### src/rtl/tps_pkg.sv
package tps_pkg;
  localparam int FIELD_W = 10;
  localparam int CFG_AW  = 5;

  typedef enum logic [2:0] {
    S_IDLE, S_PICK, S_SNS, S_MUX, S_EN, S_RD, S_WAIT
  } seq_state_e;

  localparam logic [CFG_AW-1:0] RA_PERIOD   = 5'd0;
  localparam logic [CFG_AW-1:0] RA_INTV     = 5'd1;
  localparam logic [CFG_AW-1:0] RA_ENMASK   = 5'd2;
  localparam logic [CFG_AW-1:0] RA_WRCTL    = 5'd3;
  localparam logic [CFG_AW-1:0] RA_VALID    = 5'd4;
  localparam logic [CFG_AW-1:0] RA_SNSADDR  = 5'd5;
  localparam logic [CFG_AW-1:0] RA_MUXADDR  = 5'd6;
  localparam logic [CFG_AW-1:0] RA_ENADDR   = 5'd7;
  localparam logic [CFG_AW-1:0] RA_DATAADDR = 5'd8;
  localparam logic [CFG_AW-1:0] RA_MUXVAL   = 5'd9;
  localparam logic [CFG_AW-1:0] RA_ENVAL    = 5'd10;
  localparam logic [CFG_AW-1:0] RA_POLL     = 5'd11;
  localparam logic [CFG_AW-1:0] RA_TMO      = 5'd12;
  localparam logic [CFG_AW-1:0] RA_SHIFT    = 5'd13;
  localparam logic [CFG_AW-1:0] RA_SLOTMUX  = 5'd16;
  localparam logic [CFG_AW-1:0] RA_MEAS     = 5'd24;
endpackage

### src/rtl/tps_regfile.sv
module tps_regfile
  import tps_pkg::*;
#(
  parameter int DW    = 32,
  parameter int AW    = 32,
  parameter int NSLOT = 4,
  parameter int RES_W = 16,
  parameter int CW    = 16,
  parameter int SL_W  = 2
) (
  input  logic                clk,
  input  logic                rst,
  input  logic                cfg_we,
  input  logic [CFG_AW-1:0]   cfg_addr,
  input  logic [DW-1:0]       cfg_wdata,
  output logic [DW-1:0]       cfg_rdata,
  input  logic                res_we,
  input  logic [SL_W-1:0]     res_slot,
  input  logic [RES_W-1:0]    res_data,
  output logic [FIELD_W-1:0]  period,
  output logic [FIELD_W-1:0]  sens_int,
  output logic [NSLOT-1:0]    en_mask,
  output logic [1:0]          wrctl,
  output logic [5:0]          vmask,
  output logic [AW-1:0]       sns_addr,
  output logic [AW-1:0]       mux_addr,
  output logic [AW-1:0]       en_addr,
  output logic [AW-1:0]       data_addr,
  output logic [DW-1:0]       mux_val,
  output logic [DW-1:0]       en_val,
  output logic [CW-1:0]       poll,
  output logic [CW-1:0]       tmo,
  output logic [4:0]          shift,
  output logic [DW-1:0]       slot_mux [NSLOT]
);
  logic [FIELD_W-1:0] filt_q;
  logic [RES_W-1:0]   meas_v [NSLOT];
  logic [DW-1:0]      rd_d;

  always_ff @(posedge clk) begin
    if (rst) begin
      period <= '0; sens_int <= '0; filt_q <= '0; en_mask <= '0;
      wrctl <= '0; vmask <= '0; sns_addr <= '0; mux_addr <= '0;
      en_addr <= '0; data_addr <= '0; mux_val <= '0; en_val <= '0;
      poll <= '0; tmo <= '0; shift <= '0;
    end else if (cfg_we) begin
      case (cfg_addr)
        RA_PERIOD:   period    <= cfg_wdata[FIELD_W-1:0];
        RA_INTV: begin
          sens_int <= cfg_wdata[FIELD_W-1:0];
          filt_q   <= cfg_wdata[16+FIELD_W-1:16];
        end
        RA_ENMASK:   en_mask   <= cfg_wdata[NSLOT-1:0];
        RA_WRCTL:    wrctl     <= cfg_wdata[1:0];
        RA_VALID:    vmask     <= cfg_wdata[5:0];
        RA_SNSADDR:  sns_addr  <= cfg_wdata[AW-1:0];
        RA_MUXADDR:  mux_addr  <= cfg_wdata[AW-1:0];
        RA_ENADDR:   en_addr   <= cfg_wdata[AW-1:0];
        RA_DATAADDR: data_addr <= cfg_wdata[AW-1:0];
        RA_MUXVAL:   mux_val   <= cfg_wdata;
        RA_ENVAL:    en_val    <= cfg_wdata;
        RA_POLL:     poll      <= cfg_wdata[CW-1:0];
        RA_TMO:      tmo       <= cfg_wdata[CW-1:0];
        RA_SHIFT:    shift     <= cfg_wdata[4:0];
        default: ;
      endcase
    end
  end

  for (genvar n = 0; n < NSLOT; n++) begin : g_slot
    logic [DW-1:0]    mux_r;
    logic [RES_W-1:0] meas_r;
    always_ff @(posedge clk) begin
      if (rst) begin
        mux_r  <= '0;
        meas_r <= '0;
      end else begin
        if (cfg_we && cfg_addr == RA_SLOTMUX + CFG_AW'(n)) mux_r <= cfg_wdata;
        if (res_we && res_slot == SL_W'(n)) meas_r <= res_data;
      end
    end
    assign slot_mux[n] = mux_r;
    assign meas_v[n]   = meas_r;
  end

  always_comb begin
    rd_d = '0;
    case (cfg_addr)
      RA_PERIOD:   rd_d = DW'(period);
      RA_INTV:     rd_d = DW'({filt_q, 6'b0, sens_int});
      RA_ENMASK:   rd_d = DW'(en_mask);
      RA_WRCTL:    rd_d = DW'(wrctl);
      RA_VALID:    rd_d = DW'(vmask);
      RA_SNSADDR:  rd_d = DW'(sns_addr);
      RA_MUXADDR:  rd_d = DW'(mux_addr);
      RA_ENADDR:   rd_d = DW'(en_addr);
      RA_DATAADDR: rd_d = DW'(data_addr);
      RA_MUXVAL:   rd_d = mux_val;
      RA_ENVAL:    rd_d = en_val;
      RA_POLL:     rd_d = DW'(poll);
      RA_TMO:      rd_d = DW'(tmo);
      RA_SHIFT:    rd_d = DW'(shift);
      default: ;
    endcase
    for (int n = 0; n < NSLOT; n++) begin
      if (cfg_addr == RA_SLOTMUX + CFG_AW'(n)) rd_d = slot_mux[n];
      if (cfg_addr == RA_MEAS + CFG_AW'(n))    rd_d = DW'(meas_v[n]);
    end
  end

  always_ff @(posedge clk) begin
    if (rst) cfg_rdata <= '0;
    else     cfg_rdata <= rd_d;
  end
endmodule

### src/rtl/tps_timebase.sv
module tps_timebase
  import tps_pkg::*;
#(
  parameter int PRESCALE = 256
) (
  input  logic               clk,
  input  logic               rst,
  input  logic [FIELD_W-1:0] period,
  input  logic [FIELD_W-1:0] sens_int,
  output logic               sweep_go
);
  localparam int PC_W = FIELD_W + $clog2(PRESCALE);

  logic [PC_W-1:0]    pre_q;
  logic [PC_W-1:0]    lim;
  logic [FIELD_W-1:0] unit_q;
  logic               tick;

  always_comb begin
    lim  = PC_W'(period) * PC_W'(PRESCALE);
    tick = (pre_q >= lim - 1'b1);
  end

  always_ff @(posedge clk) begin
    if (rst || period == '0 || sens_int == '0) begin
      pre_q    <= '0;
      unit_q   <= '0;
      sweep_go <= 1'b0;
    end else begin
      sweep_go <= 1'b0;
      if (tick) begin
        pre_q <= '0;
        if (unit_q >= sens_int - 1'b1) begin
          unit_q   <= '0;
          sweep_go <= 1'b1;
        end else begin
          unit_q <= unit_q + 1'b1;
        end
      end else begin
        pre_q <= pre_q + 1'b1;
      end
    end
  end
endmodule

### src/rtl/tps_sequencer.sv
module tps_sequencer
  import tps_pkg::*;
#(
  parameter int DW    = 32,
  parameter int AW    = 32,
  parameter int NSLOT = 4,
  parameter int RES_W = 16,
  parameter int CW    = 16,
  parameter int SL_W  = 2
) (
  input  logic             clk,
  input  logic             rst,
  input  logic             sweep_go,
  input  logic [NSLOT-1:0] en_mask,
  input  logic [1:0]       wrctl,
  input  logic [5:0]       vmask,
  input  logic [AW-1:0]    sns_addr,
  input  logic [AW-1:0]    mux_addr,
  input  logic [AW-1:0]    en_addr,
  input  logic [AW-1:0]    data_addr,
  input  logic [DW-1:0]    mux_val,
  input  logic [DW-1:0]    en_val,
  input  logic [CW-1:0]    poll,
  input  logic [CW-1:0]    tmo,
  input  logic [4:0]       shift,
  input  logic [DW-1:0]    slot_mux [NSLOT],
  output logic             m_req,
  output logic             m_we,
  output logic [AW-1:0]    m_addr,
  output logic [DW-1:0]    m_wdata,
  input  logic             m_ready,
  input  logic [DW-1:0]    m_rdata,
  output logic             res_we,
  output logic [SL_W-1:0]  res_slot,
  output logic [RES_W-1:0] res_data,
  output logic             busy
);
  seq_state_e      st_q;
  logic [SL_W-1:0] slot_q;
  logic [CW-1:0]   reads_q, wcnt_q, tmo_eff;
  logic [AW-1:0]   addr_sel;
  logic [DW-1:0]   data_sel, shifted;
  logic            valid_hit, last_slot;

  always_comb begin
    valid_hit = (m_rdata[vmask[4:0]] == vmask[5]);
    shifted   = m_rdata >> shift;
    last_slot = (slot_q == SL_W'(NSLOT - 1));
    tmo_eff   = (tmo == '0) ? CW'(1) : tmo;
    case (st_q)
      S_SNS:   begin addr_sel = sns_addr; data_sel = slot_mux[slot_q]; end
      S_MUX:   begin addr_sel = mux_addr; data_sel = mux_val; end
      S_EN:    begin addr_sel = en_addr;  data_sel = en_val; end
      default: begin addr_sel = data_addr; data_sel = '0; end
    endcase
  end

  assign busy = (st_q != S_IDLE);

  always_ff @(posedge clk) begin
    if (rst) begin
      st_q <= S_IDLE; slot_q <= '0; reads_q <= '0; wcnt_q <= '0;
      m_req <= 1'b0; m_we <= 1'b0; m_addr <= '0; m_wdata <= '0;
      res_we <= 1'b0; res_slot <= '0; res_data <= '0;
    end else begin
      res_we <= 1'b0;
      case (st_q)
        S_IDLE: if (sweep_go) begin
          slot_q <= '0;
          st_q   <= S_PICK;
        end
        S_PICK: begin
          reads_q <= '0;
          if (en_mask[slot_q]) begin
            if (wrctl[0])      st_q <= S_SNS;
            else if (wrctl[1]) st_q <= S_MUX;
            else               st_q <= S_RD;
          end else if (last_slot) begin
            st_q <= S_IDLE;
          end else begin
            slot_q <= slot_q + 1'b1;
          end
        end
        S_SNS, S_MUX, S_EN, S_RD: begin
          if (!m_req) begin
            m_req   <= 1'b1;
            m_we    <= (st_q != S_RD);
            m_addr  <= addr_sel;
            m_wdata <= data_sel;
          end else if (m_ready) begin
            m_req <= 1'b0;
            case (st_q)
              S_SNS: st_q <= wrctl[1] ? S_MUX : S_RD;
              S_MUX: st_q <= S_EN;
              S_EN:  st_q <= S_RD;
              default: begin
                reads_q <= reads_q + 1'b1;
                if (valid_hit || (reads_q + 1'b1 >= tmo_eff)) begin
                  if (valid_hit) begin
                    res_we   <= 1'b1;
                    res_slot <= slot_q;
                    res_data <= shifted[RES_W-1:0];
                  end
                  if (last_slot) st_q <= S_IDLE;
                  else begin
                    slot_q <= slot_q + 1'b1;
                    st_q   <= S_PICK;
                  end
                end else begin
                  wcnt_q <= poll;
                  st_q   <= S_WAIT;
                end
              end
            endcase
          end
        end
        S_WAIT: begin
          if (wcnt_q <= CW'(1)) st_q <= S_RD;
          else                  wcnt_q <= wcnt_q - 1'b1;
        end
        default: st_q <= S_IDLE;
      endcase
    end
  end
endmodule

### src/rtl/thermal_poll_seq.sv
module thermal_poll_seq
  import tps_pkg::*;
#(
  parameter int DW       = 32,
  parameter int AW       = 32,
  parameter int NSLOT    = 4,
  parameter int RES_W    = 16,
  parameter int CW       = 16,
  parameter int PRESCALE = 256
) (
  input  logic              clk,
  input  logic              rst,
  input  logic              cfg_we,
  input  logic [CFG_AW-1:0] cfg_addr,
  input  logic [DW-1:0]     cfg_wdata,
  output logic [DW-1:0]     cfg_rdata,
  output logic              m_req,
  output logic              m_we,
  output logic [AW-1:0]     m_addr,
  output logic [DW-1:0]     m_wdata,
  input  logic              m_ready,
  input  logic [DW-1:0]     m_rdata
);
  localparam int SL_W = (NSLOT > 1) ? $clog2(NSLOT) : 1;

  logic [FIELD_W-1:0] period, sens_int;
  logic [NSLOT-1:0]   en_mask;
  logic [1:0]         wrctl;
  logic [5:0]         vmask;
  logic [AW-1:0]      sns_addr, mux_addr, en_addr, data_addr;
  logic [DW-1:0]      mux_val, en_val;
  logic [CW-1:0]      poll, tmo;
  logic [4:0]         shift;
  logic [DW-1:0]      slot_mux [NSLOT];
  logic               sweep_go, res_we, seq_busy;
  logic [SL_W-1:0]    res_slot;
  logic [RES_W-1:0]   res_data;

  tps_regfile #(.DW(DW), .AW(AW), .NSLOT(NSLOT), .RES_W(RES_W), .CW(CW), .SL_W(SL_W)) u_regs (
    .clk(clk), .rst(rst), .cfg_we(cfg_we), .cfg_addr(cfg_addr), .cfg_wdata(cfg_wdata),
    .cfg_rdata(cfg_rdata), .res_we(res_we), .res_slot(res_slot), .res_data(res_data),
    .period(period), .sens_int(sens_int), .en_mask(en_mask), .wrctl(wrctl), .vmask(vmask),
    .sns_addr(sns_addr), .mux_addr(mux_addr), .en_addr(en_addr), .data_addr(data_addr),
    .mux_val(mux_val), .en_val(en_val), .poll(poll), .tmo(tmo), .shift(shift),
    .slot_mux(slot_mux)
  );

  tps_timebase #(.PRESCALE(PRESCALE)) u_time (
    .clk(clk), .rst(rst), .period(period), .sens_int(sens_int), .sweep_go(sweep_go)
  );

  tps_sequencer #(.DW(DW), .AW(AW), .NSLOT(NSLOT), .RES_W(RES_W), .CW(CW), .SL_W(SL_W)) u_seq (
    .clk(clk), .rst(rst), .sweep_go(sweep_go), .en_mask(en_mask), .wrctl(wrctl),
    .vmask(vmask), .sns_addr(sns_addr), .mux_addr(mux_addr), .en_addr(en_addr),
    .data_addr(data_addr), .mux_val(mux_val), .en_val(en_val), .poll(poll), .tmo(tmo),
    .shift(shift), .slot_mux(slot_mux), .m_req(m_req), .m_we(m_we), .m_addr(m_addr),
    .m_wdata(m_wdata), .m_ready(m_ready), .m_rdata(m_rdata), .res_we(res_we),
    .res_slot(res_slot), .res_data(res_data), .busy(seq_busy)
  );
endmodule

### config.mk
export PLATFORM = sky130hd
export DESIGN_NAME = thermal_poll_seq
export DESIGN_NICKNAME = d
export VERILOG_FILES = /design/src/rtl/tps_pkg.sv /design/src/rtl/tps_regfile.sv /design/src/rtl/tps_timebase.sv /design/src/rtl/tps_sequencer.sv /design/src/rtl/thermal_poll_seq.sv
export SDC_FILE = /design/constraint.sdc
export NUM_CORES = 2
export LEC_CHECK = 0
export BUFFER_PORTS_ARGS = -buffer_cell sky130_fd_sc_hd__buf_2
export CAP_MARGIN = 20
export CORE_MARGIN = 2
export CORE_UTILIZATION = 30
export CTS_CLUSTER_SIZE = 14
export DETAILED_ROUTE_END_ITERATION = 10
export PLACE_DENSITY = 0.45
export SLEW_MARGIN = 15
export SYNTH_ARGS = -nofsm -noshare
export SYNTH_HDL_FRONTEND = slang
export SYNTH_HIERARCHICAL = 1
export SYNTH_SLANG_ARGS = --single-unit
### constraint.sdc
create_clock -name clk -period 3.33 [get_ports clk]
set_clock_uncertainty 0.15 [all_clocks]
set_input_delay 0.4995 -clock clk [delete_from_list [all_inputs] [get_ports clk]]
set_output_delay 0.4995 -clock clk [all_outputs]
set_load 0.01 [all_outputs]
Word-level counts from Yosys, hierarchy flattened
Index checks and enable logic that the tools add are counted.
{"block": "word_totals", "out_inout_bits": 98, "ff_bits": 646, "wordCells": 204}
{"block": "op_classes", "n_reduce_logical": 46, "add_sub_neg": 7, "shifts": 1, "magnitude_cmp": 7, "n_bitwise": 7, "muxes": 54, "eq_ne": 43}
{"op": "$pmux W32 S14", "count": 1}
{"op": "$mux W32", "count": 9}
{"op": "$pmux W32 S3", "count": 2}
{"op": "$mux W16", "count": 10}
{"op": "$bmux W32 S2", "count": 1}
{"op": "$pmux W16 S2", "count": 2}
{"op": "$eq A5 B5 Y1 const B", "count": 8}
{"op": "$shr A32 B5 Y16", "count": 1}
{"op": "$eq A5 B4 Y1 const B", "count": 6}
{"op": "$reduce_and A2 Y1", "count": 15}
{"op": "$mux W3", "count": 9}
{"op": "$eq A5 B3 Y1 const B", "count": 4}
{"op": "$logic_not A10 Y1", "count": 2}
{"op": "$add A18 B1 Y18 const B", "count": 1}
{"op": "$ge A18 B18 Y1", "count": 1}
{"op": "$sub A18 B1 Y18 const B", "count": 1}
{"op": "$add A16 B1 Y16 const B", "count": 1}
{"op": "$ge A16 B16 Y1", "count": 1}
{"op": "$le A16 B1 Y1 const B", "count": 1}
{"op": "$logic_not A16 Y1", "count": 1}
{"op": "$sub A16 B1 Y16 const B", "count": 1}
{"op": "$mux W2", "count": 7}
{"op": "$ne A2 B2 Y1 const B", "count": 6}
{"op": "$pmux W3 S4", "count": 1}
{"op": "41 further kinds", "count": 73}

Depth between registers and ports, before layout
{"block": "depth", "depth_word": 10, "ltp_mapped": 16, "depth_no_buf": 15}

By module
The synthesis kept the hierarchy.
{"module": "tps_regfile", "cells_each": 2687, "area_per_inst_um2": 20825.0, "n_inst": 1}
{"module": "tps_sequencer", "cells_each": 1076, "area_per_inst_um2": 9182.6, "n_inst": 1}
{"module": "tps_timebase", "cells_each": 252, "area_per_inst_um2": 2005.7, "n_inst": 1}

Worst setup path after synthesis
No wires, ideal clock.
{"block": "synth_timing", "path_type": "register to register", "from": "register u_seq.reads_q[0]", "to": "register u_seq.wcnt_q[14]", "path_buffers": 1, "synth_period_minus_slack_ps": 3590, "path_stages_with_launch": 17, "setup_ps": 131, "t_arrival_ps": 3309, "path_slack_ps": -260, "path_cell_list": "dfxtp_1 -> ha_1 -> nand2_1 -> nor3_1 -> and3_1 -> and3_1 -> nand3_1 -> xnor2_1 -> ha_1 -> o21ai_0 -> nor2_1 -> nor4_1 -> o21a_1 -> a31oi_2 -> buf_4 -> o211ai_1 -> o31ai_2"}
{"block": "synth_between", "elab_chain_len": 5}
{"item": "start, declared", "line_no": "tps_sequencer.sv:40", "text": "logic [CW-1:0] reads_q, wcnt_q, tmo_eff;"}
{"item": "start signal, assigned", "line_no": "tps_sequencer.sv:97", "text": "reads_q <= reads_q + 1'b1;"}
{"item": "$add A16 B1 Y16", "line_no": "tps_sequencer.sv:98", "text": "if (valid_hit || (reads_q + 1'b1 >= tmo_eff)) begin"}
{"item": "$ge A16 B16 Y1", "line_no": "tps_sequencer.sv:98"}
{"item": "$logic_or A1 B1 Y1", "line_no": "tps_sequencer.sv:98"}
{"item": "$ne A2 B2 Y1 (no source line)"}
{"item": "$reduce_and A6 Y1 (no source line)"}
{"item": "end signal, assigned", "line_no": "tps_sequencer.sv:110", "text": "wcnt_q <= poll;"}
{"item": "end signal, assigned", "line_no": "tps_sequencer.sv:119", "text": "else wcnt_q <= wcnt_q - 1'b1;"}
{"item": "end, declared", "line_no": "tps_sequencer.sv:40"}
Every way passes these cells.
A chain may end at the register's enable or synchronous reset.

Worst setup path after layout
{"block": "layout_timing", "from": "register u_seq.reads_q[8]", "to": "register u_seq.wcnt_q[1]"}
Same word-level chain as after synthesis.

==> run_results.csv <==
group,metric,value,unit
drt,routed_wl,142000,um
clock_network,clk_latency,0.66,ns
clock_network,cts_sinks,646,
layout,final_core_util,0.358,
placed_design,portBuffers,170,
logic_synthesis,ys.flop_type,"dfxtp_1",
layout,fin_nets,4260,
die,die_x,331,um
logic_synthesis,yosys_warnings,6,
drt,viasPerCell,5.57,
sta,relSlewSlack,0.349,
logic_synthesis,async_reset_ff_frac,0,
critical_path,slowest_delay,0.34,ns
critical_path,cp_slowest_cell,"nor4_2",
pwr,powerDensity,570,nW/um2
critical_path,crit_family,"simple AND/OR/NAND/NOR gates",
grt,grt_pass1_wl,206000,um
placed_design,place.gp.congestion,0.978,
grt,grt_max_degree,165,
run,drv_cap,0,
sta,fin_ws,-0.153,ns
die,fp.coreArea,106000,um2
placed_design,post-place-ws,-0.382,ns
status,violations,"negative setup slack",
clock_network,cts_max_path_buffers,3,
clock_network,cts_buffers,78,
sta,period_share,1.05,
sta,setup_viol,20,
drt,drt_iter0_drc,3217,
clock_network,cts_tree,"yes",
critical_path,path_cells,"nand3_2 -> nor4_4 -> and3_4 -> and3_4 -> and3_4 -> xor2_2 -> ha_1 -> nand4_1 -> a21oi_2 -> nor4_2 -> o21a_2 -> a31oi_4 -> buf_4 -> a2111oi_4 -> a211oi_2",
grt,grt_overflow,0,
logic_synthesis,synthTopCellsByArea,"dfxtp_1 40%, nand2_1 12%, a21oi_1 9.7%",
sta,fmax,0.287,GHz
clock_network,clk_pin_slew,0.06,ns
pwr,ir_drop,435,uV
layout,n_fill_cell,10900,
critical_path,cp.required,3.70,ns
grt,grt_pass1_vias,29200,
drt,ant_nets,0,
critical_path,critical_path_class,"register to register",
critical_path,cp_max_fo,5,
layout,regMostFlops,"u_regs/g_slot.mux_r",
clock_network,cts_root_buf,"clkbuf_16",
drt,num_vias,31200,
sta,rsz0062_at_grt,"true",
die,die_y,331,um
sta,tightest_slew,0.973,ns
critical_path,arrival,3.85,ns
sta,fin_tns_setup,-2.08,ns
layout,area_growth,18.1,%
sta,period_needed,3.48,ns
hold_path,hold_path_class,"input port to register",
layout,largest_reg_flops,128,
die,fp-row-count,119,
pwr,p_leak,13.3,nW
placed_design,dp_hpwl,97100,um
sta,final-max-slew-violation-count,0,
layout,mostFrequentLayoutCell,"nand2_1",
logic_synthesis,synth_edf_count,0,
clock_network,cts_hold_buf,0,
critical_path,critPathBufInv,1,
critical_path,critPathCaptureType,"register",
die,io_pins,171,
pwr,finalPower,0.0215,W
drt,drt-pass1-iter-count,6,
logic_synthesis,avgSynthCellArea,7.97,um2
logic_synthesis,synth_top_area_frac,0.404,
die,initial_core_util,0.303,
critical_path,crit_path_start_kind,"register",
drt,drc_errors,0,
layout,reg_top3,"u_regs/g_slot.mux_r (128), u_regs/g_slot.meas_r (64)",
layout,drive_above_1_share,0.165,
logic_synthesis,synth.cell_area,32000,um2
status,status,"complete, but fails checks",
logic_synthesis,syn_nets,4136,
sta,hold_viol_final,0,
logic_synthesis,synth_cell_types,105,
logic_synthesis,syn-instance-count,4015,
sta,hold_ws,0.0424,ns
grt,antenna_found_initial,5,
die,fp.dieArea,109000,um2
layout,final_cell_mix,"1021 x nand2_1, 637 x dfxtp_1, 619 x a21oi_1",
clock_network,htreeDepth,3,
logic_synthesis,synth-seq-cells,646,
logic_synthesis,synth_top_area_cell,"dfxtp_1",
critical_path,path_common_cell,"and3_4",
drt,wl_per_cell,25.3,um
grt,grtUsageTotal,0.252,
logic_synthesis,ys_seq_area_frac,0.404,
==> worst paths after layout <==
kind	start	to	slack, ns	cells past startpoint
worst max-delay path	u_seq/reads_q[8]	u_seq/wcnt_q[1]	-0.15	15
worst min-delay path	cfg_wdata[30]	u_regs/en_val[30]	0.04	3
worst max register to register	u_seq/reads_q[8]	u_seq/wcnt_q[1]	-0.15	15
worst min register to register	u_regs/g_slot[2].meas_r[12]	u_regs/g_slot[2].meas_r[12]	0.30	2
==> worst min-delay path, delay by kind of cell <==
kind / cells / cell delay (ns)
AO/OA/AOI/OAI: 1 / 0.05
buffers and inverters: 1 / 0.17
AND/OR/NAND/NOR: 1 / 0.07
==> layer usage <==
layer	GRT usage	up-vias	share of wire
li1	-	14500	-
met1	0.360	15200	0.45
met2	0.387	1292	0.44
met3	0.0372	215	0.074
met4	0.0841	4	0.031
met5	0	-	0.00018
==> stage by stage <==
stage                     instance area, um2  std cells
after floorplan                        32100       4015
after global placement                 35000       5444
after detailed placement               35000       5445
after CTS                              37700       5589
after global routing                   37800       5594
final                                  37800       5594
==> what timing repair did <==
item | CTS | global route
pin swaps | 14 | 7
buffers inserted | 1 | 4
gates resized for setup | 17 | 13
setup endpoints to repair | 20 | 24
==> power breakdown <==
part | switching [W] | total, W | internal, W
combinational | 0.00306 | 0.00453 | 0.00147
clock | 0.00366 | 0.00884 | 0.00518
sequential | 0.000205 | 0.00818 | 0.00797
total | 0.00693 | 0.0215 | 0.0146
==> kinds of logic (layout without fill, tap and decap cells) <==
family / count (synthesis) / in the layout / share of synthesized area
AND/OR/NAND/NOR: 1605 / 1605 / 0.218
AO/OA/AOI/OAI: 1130 / 1130 / 0.224
flip-flops: 646 / 646 / 0.404
buffers and inverters: 395 / 582 / 0.0581
multiplexers: 143 / 143 / 0.0640
adder cells (fa/ha/maj): 48 / 48 / 0.0188
XOR/XNOR: 48 / 48 / 0.0137
other: 0 / 1 / 0
==> final cells by class <==
cell class              count  area (um2)  area share
diodes                      1        2.50   0.0000662
clock buffers             109        2240      0.0593
clock inverters            34         357     0.00943
inverters                  42         158     0.00417
multi-input cells        2974       17500       0.462
flip-flops and latches    646       12900       0.342
well taps                1391        1740      0.0460
repair buffers            397        2910      0.0768
==> synth_stat cells, drive strengths merged, types with 63 or more instances <==
cell type     n
mux2i        82
o21ai        70
dfxtp       646
nor3         64
nor2        262
a22oi        90
nand3        74
a21oi       622
clkbuf      213
buf         138
a211oi       63
nand2      1024
(Power assumes the default switching activity.)
